`src/rtl/sram_pkg.sv`:
```
package sram_pkg;
  parameter int LANES = 4;
  parameter int BURST_BITS = 2;

  typedef enum logic [2:0] {
    CYC_NONE,
    CYC_DESEL,
    CYC_BEGIN,
    CYC_CONT,
    CYC_SUSP
  } cycle_e;

  // registered strobes from control to datapath
  typedef struct packed {
    logic             rdEn;
    logic [LANES-1:0] wrMask;
  } pipeCmd_t;
endpackage

```
`src/rtl/sram_ctrl.sv`:
```
module sram_ctrl
  import sram_pkg::*;
#(
  parameter int AW = 6
) (
  input  logic             clk,
  input  logic             rst_n,
  input  logic             hold,
  input  logic             chipEnN,
  input  logic             sel0,
  input  logic             sel1N,
  input  logic             procStrobeN,
  input  logic             ctrlStrobeN,
  input  logic             advN,
  input  logic             globalWrN,
  input  logic             byteWrEnN,
  input  logic [LANES-1:0] byteSelN,
  input  logic             interleaveOrder,
  input  logic [AW-1:0]    addr,
  output pipeCmd_t         cmdQ,
  output logic [AW-1:0]    addrQ,
  output logic             writeNow
);
  localparam int HI_W = AW - BURST_BITS;

  logic                  active;
  logic [AW-1:0]         baseAddr;
  logic [BURST_BITS-1:0] beat;
  logic [BURST_BITS-1:0] nextBeat;
  logic                  selected;
  logic                  procReq;
  logic                  startReq;
  cycle_e                kind;
  logic [LANES-1:0]      rawMask;
  logic [LANES-1:0]      mask;
  logic [AW-1:0]         accAddr;
  pipeCmd_t              nextCmd;

  function automatic logic [BURST_BITS-1:0] beatLow(
    input logic [BURST_BITS-1:0] start,
    input logic [BURST_BITS-1:0] step,
    input logic                  ilv
  );
    return ilv ? (start ^ step) : (start + step);
  endfunction

  always_comb begin
    selected = !chipEnN && sel0 && !sel1N;
    procReq  = !chipEnN && !procStrobeN;
    startReq = procReq || !ctrlStrobeN;

    if (startReq)    kind = selected ? CYC_BEGIN : CYC_DESEL;
    else if (active) kind = advN ? CYC_SUSP : CYC_CONT;
    else             kind = CYC_NONE;

    if (!globalWrN)      rawMask = '1;
    else if (!byteWrEnN) rawMask = ~byteSelN;
    else                 rawMask = '0;

    mask = '0;
    if ((kind == CYC_BEGIN && !procReq) || kind == CYC_CONT || kind == CYC_SUSP)
      mask = rawMask;

    nextBeat = (kind == CYC_CONT) ? beat + 1'b1 : beat;

    if (kind == CYC_BEGIN)
      accAddr = addr;
    else
      accAddr = {baseAddr[AW-1:BURST_BITS],
                 beatLow(baseAddr[BURST_BITS-1:0], nextBeat, interleaveOrder)};

    nextCmd.rdEn   = (kind == CYC_BEGIN || kind == CYC_CONT || kind == CYC_SUSP)
                     && (mask == '0);
    nextCmd.wrMask = mask;
    writeNow       = |mask;
  end

  always_ff @(posedge clk or negedge rst_n) begin
    if (!rst_n) begin
      active   <= 1'b0;
      baseAddr <= '0;
      beat     <= '0;
      cmdQ     <= '0;
      addrQ    <= '0;
    end else if (!hold) begin
      if (kind == CYC_BEGIN) begin
        active   <= 1'b1;
        baseAddr <= addr;
        beat     <= '0;
      end else begin
        if (kind == CYC_DESEL) active <= 1'b0;
        beat <= nextBeat;
      end
      cmdQ  <= nextCmd;
      addrQ <= accAddr;
    end
  end

  logic [HI_W-1:0] unusedHi;
  assign unusedHi = baseAddr[AW-1:BURST_BITS];
endmodule

```
`src/rtl/sram_dpath.sv`:
```
module sram_dpath
  import sram_pkg::*;
#(
  parameter int AW     = 6,
  parameter int LANE_W = 8
) (
  input  logic                    clk,
  input  logic                    rst_n,
  input  logic                    hold,
  input  pipeCmd_t                cmd,
  input  logic [AW-1:0]           addrQ,
  input  logic [LANES*LANE_W-1:0] dataIn,
  input  logic                    writeNow,
  input  logic                    outEnN,
  output logic [LANES*LANE_W-1:0] dataOut,
  output logic                    dataOe
);
  localparam int DW    = LANES * LANE_W;
  localparam int DEPTH = 1 << AW;

  logic [DW-1:0] dataQ;
  logic [DW-1:0] rdWord;
  logic [DW-1:0] outReg;
  logic          outValid;

  always_ff @(posedge clk) begin
    if (!hold) dataQ <= dataIn;
  end

  for (genvar g = 0; g < LANES; g++) begin : gLane
    logic [LANE_W-1:0] laneMem [DEPTH];

    always_ff @(posedge clk) begin
      if (!hold && cmd.wrMask[g])
        laneMem[addrQ] <= dataQ[g*LANE_W +: LANE_W];
    end

    assign rdWord[g*LANE_W +: LANE_W] = laneMem[addrQ];
  end

  always_ff @(posedge clk or negedge rst_n) begin
    if (!rst_n) begin
      outReg   <= '0;
      outValid <= 1'b0;
    end else if (!hold) begin
      if (cmd.rdEn) outReg <= rdWord;
      outValid <= cmd.rdEn;
    end
  end

  assign dataOut = outReg;
  assign dataOe  = outValid && !outEnN && !writeNow && !hold;
endmodule

```
`src/rtl/pipe_burst_sram.sv`:
```
module pipe_burst_sram
  import sram_pkg::*;
#(
  parameter int AW     = 6,
  parameter int LANE_W = 8
) (
  input  logic                    clk,
  input  logic                    rst_n,
  input  logic                    sleep,
  input  logic                    chipEnN,
  input  logic                    sel0,
  input  logic                    sel1N,
  input  logic                    procStrobeN,
  input  logic                    ctrlStrobeN,
  input  logic                    advN,
  input  logic                    globalWrN,
  input  logic                    byteWrEnN,
  input  logic [LANES-1:0]        byteSelN,
  input  logic                    interleaveOrder,
  input  logic                    outEnN,
  input  logic [AW-1:0]           addr,
  input  logic [LANES*LANE_W-1:0] dataIn,
  output logic [LANES*LANE_W-1:0] dataOut,
  output logic                    dataOe
);
  pipeCmd_t      cmdBus;
  logic [AW-1:0] addrQ;
  logic          writeNow;

  sram_ctrl #(.AW(AW)) ctrl (
    .clk(clk), .rst_n(rst_n), .hold(sleep),
    .chipEnN(chipEnN), .sel0(sel0), .sel1N(sel1N),
    .procStrobeN(procStrobeN), .ctrlStrobeN(ctrlStrobeN), .advN(advN),
    .globalWrN(globalWrN), .byteWrEnN(byteWrEnN), .byteSelN(byteSelN),
    .interleaveOrder(interleaveOrder), .addr(addr),
    .cmdQ(cmdBus), .addrQ(addrQ), .writeNow(writeNow)
  );

  sram_dpath #(.AW(AW), .LANE_W(LANE_W)) dpath (
    .clk(clk), .rst_n(rst_n), .hold(sleep),
    .cmd(cmdBus), .addrQ(addrQ), .dataIn(dataIn),
    .writeNow(writeNow), .outEnN(outEnN),
    .dataOut(dataOut), .dataOe(dataOe)
  );
endmodule

```
`config.mk`:
```
export PLATFORM = sky130hd
export DESIGN_NAME = pipe_burst_sram
export DESIGN_NICKNAME = d
export VERILOG_FILES = /design/src/rtl/sram_pkg.sv /design/src/rtl/sram_ctrl.sv /design/src/rtl/sram_dpath.sv /design/src/rtl/pipe_burst_sram.sv
export SDC_FILE = /design/constraint.sdc
export NUM_CORES = 2
export LEC_CHECK = 0
export BUFFER_PORTS_ARGS = -buffer_cell sky130_fd_sc_hd__buf_2
export CAP_MARGIN = 10
export CORE_ASPECT_RATIO = 1.4
export CORE_MARGIN = 2
export CORE_UTILIZATION = 45
export CTS_BUF_LIST = sky130_fd_sc_hd__clkbuf_2 sky130_fd_sc_hd__clkbuf_4 sky130_fd_sc_hd__clkbuf_8
export DETAILED_ROUTE_END_ITERATION = 8
export SLEW_MARGIN = 20
export SYNTH_ARGS = -nofsm -noshare
export SYNTH_HDL_FRONTEND = slang
export SYNTH_SLANG_ARGS = --single-unit
```
`constraint.sdc`:
```
create_clock -name clk -period 3.22 [get_ports clk]
set_input_delay 0.966 -clock clk [delete_from_list [all_inputs] [get_ports clk]]
set_output_delay 0.966 -clock clk [all_outputs]
set_load 0.005 [all_outputs]
```
==> flow_summary.ini <==
[status]
status = finished clean

[timing]
clock_skew_ns = 0.0688
fin_crit_ns = 3.15
rsz0062_at_grt = no
fin_crit_sh_pct = 97.9
max_freq_ghz = 0.317
slew_viol_final = 0
worstMarginPinSlew_ns = 1.09
relSlewSlack_pct = 27.5
setup_viol = 0
hold_viol_final = 0
setup_tns_ns = 0

[route]
route.detailed.drc = 0
postRouteAntennaNets = 0
via_per_inst = 6.04
wirelength_mm = 243
dr.pass1.iters = 6
first_iter_violations = 5793
vias = 47900
routedWlPerCell_um = 30.7

[critical_path]
regToRegSetupSlack_ns = 0.07
cp.arrival_ns = 3.98
crit_start = ctrl.addrQ[2]
cp_max_fo = 24
r2r_start = ctrl.addrQ[2]
cp-endpoint = dpath.dataOut[30]
worstSetupPathType = flip-flop to flip-flop
crit_path_end_kind = flip-flop
reg2reg_depth = 8
critPathRequiredTime_ns = 4.05
reg2reg_to = dpath.dataOut[30]
worstSetupStartpointType = flip-flop

[yosys]
synth-edff-count = 2080
syn-cell-area_um2 = 82700
yosysSeqAreaShare_pct = 77.1
syn_inst = 4520
synth.most_common_cell = edfxtp_1
synth_nets = 4576
synthArstFlopShare_pct = 2.48
yosysWarnings = 0
synth_top_area_share_pct = 75.5
synth_flop_cell = edfxtp_1
netlist_top_cells_count = edfxtp_1, nor2_1, a221oi_1
ys_types = 67
synth_area_leader_cell = edfxtp_1
syn_avg_cell_area_um2 = 18.3
synth_area_leaders = edfxtp_1, mux4_2, mux2_2, a221oi_1, mux2i_1
ys_ff_latch = 2133

[pwr]
clkPwrFrac_pct = 32.0
power.switching_w = 0.0200
p_leak_nw = 31.6
internal_power_w = 0.0479
swShare_pct = 29.4
pwr-share-seq_pct = 46.4
ir_worst_vdd_mv = 0.511
p_per_area_nw_per_um2 = 704
comb_power_share_pct = 21.6
fin_total_pwr_w = 0.0679

[clock_tree]
root_buffer = clkbuf_8
htreeDepth = 5
path_clk_slew_ns = 0.07
worstSkewPairLatency_ns = 0.98
cts_buffers = 319
cts_tree = built
clk_path_buf_depth = 4
cts_sinks = 2133

[floorplan]
die-width_um = 366
design.die.area_um2 = 187000
fp-row-count = 186
start_util_pct = 45.2
num_io_pins = 88
die_h_um = 511
placeableCoreArea_um2 = 183000

[global_routing]
grt_pass1_vias = 48000
grt_max_degree = 65
grt_usage_pct = 25.5
grt-ovfl-total = 0
grt_pass1_wl_mm = 346
antenna_found_initial = 9

[place]
port_buffers = 87
place_congestion = 0.868
hpwl_mm = 153

[final_layout]
fin_nets = 5298
syn2layout_area_growth_pct = 16.6
utilization_pct = 52.7
drive_above_1_share_pct = 29.5
num-fill-cells = 14800

[flow_run]
cap_violations = 0

[hold_path]
hp-class = primary input to flip-flop
min_path_cells = 1
## worst min-delay path by stage
stage / startpoint / to / slack (ns)
6_report: dataIn[25] / dpath.dataQ[25] / 0.17
5_1_grt: dataIn[3] / dpath.dataQ[3] / 0.15
4_1_cts: dataIn[7] / dpath.dataQ[7] / 0.13
3_5_place_dp: ctrl.cmdQ[0] / ctrl.cmdQ[0] / 0.47
3_3_place_gp: ctrl.cmdQ[2] / ctrl.cmdQ[2] / 0.46
2_1_floorplan: ctrl.cmdQ[2] / ctrl.cmdQ[2] / 0.44
## worst max-delay path, cell delays in order, from the launching register on
cell and delay (ns):
dfrtp_4 0.60, buf_12 0.27, buf_12 0.24, mux2_2 0.35, a221oi_1 0.40, nor2_1 0.09, o21ai_0 0.54, o2111a_1 0.38
a31oi_1 0.10
## per-layer routing
layer | GRT usage, % | up-vias | wire length, um
met5 | 0 | - | 16
met4 | 10.8 | 4 | 10700
met3 | 4.47 | 496 | 19700
met2 | 42.4 | 2368 | 119000
met1 | 33.2 | 25000 | 93200
li1 | - | 20000 | -
## power by group through the flow
stage          clock [W]  combinational [W]  sequential (W)
5_1_grt           0.0231             0.0152          0.0315
2_1_floorplan          0            0.00771          0.0320
6_report          0.0217             0.0146          0.0315
3_3_place_gp           0             0.0144          0.0321
4_1_cts           0.0221             0.0146          0.0315
3_5_place_dp           0             0.0145          0.0321
## placed cells by master (no fill, tap or decap), types with 10 or more instances in the layout
cell and count:
mux2_2 195, a221o_1 26, o2bb2ai_1 21, a222oi_1 11, mux2i_1 193, o32a_1 12, a211oi_1 12, mux4_2 168
a22o_1 37, o22ai_1 119, dfrtp_1 50, a22oi_1 161, clkbuf_4 100, a31oi_1 24, nor2_1 345, clkinv_1 61
o21ai_0 82, a21oi_1 91, bufinv_16 10, edfxtp_1 2080, buf_2 86, clkinv_2 32, buf_4 564, a221oi_1 231
buf_12 65, nand2_1 165, clkinvlp_4 11, clkbuf_8 328, o22a_1 19, o221ai_1 23
## registers in the layout, indices dropped and copies added (netlist names)
register,count
dpath.gLane.laneMem,2048
dpath.dataOut,32
dpath.dataQ,32
ctrl.addrQ,6
ctrl.baseAddr,6
ctrl.cmdQ,5
ctrl.beat,2
ctrl.active,1
dpath.outValid,1
## cells by family (layout without fill, tap and decap cells)
logic type | after synthesis | after routing | synth area share [%]
simple gates | 581 | 581 | 2.83
other cells | 0 | 5 | 0
mux | 556 | 556 | 9.57
flops | 2133 | 2133 | 77.1
xor+xnor | 4 | 4 | 0.0424
buf+inv | 321 | 1273 | 2.03
fa+ha+maj | 1 | 1 | 0.0151
compound gates | 924 | 924 | 8.39
## area by class of cell
class | instances | area, um2 | area share (%)
antenna | 5 | 12.5 | 0.0130
clock buffer | 428 | 5270 | 5.46
clock inverter | 123 | 858 | 0.890
inverter | 5 | 31.3 | 0.0325
multi-input combinational | 2066 | 17400 | 18.0
sequential | 2133 | 63800 | 66.2
tap | 2444 | 3060 | 3.17
timing repair buffer | 717 | 5990 | 6.21
## metrics by stage
stage,setup slack [ns],area [um2],instances,hold slack (ns)
after global routing,0.00908,96400,7919,0.148
after detailed placement,-0.0417,90200,7362,0.472
final,0.0668,96400,7921,0.172
after global placement,-0.101,90200,7362,0.458
after CTS,0.00375,96300,7914,0.134
after floorplan,0.169,82700,4520,0.442
## what timing repair did
item / 4_1_cts / 5_1_grt
pin swaps: 0 / 3
buffers inserted: 0 / 1
hold buffers: 1 / 0
endpoints found under the setup margin: 1 / 3
gates resized for setup: 2 / 4
endpoints found under the hold margin: 7 / 0
No activity file was read; power rests on OpenSTA's default activity.
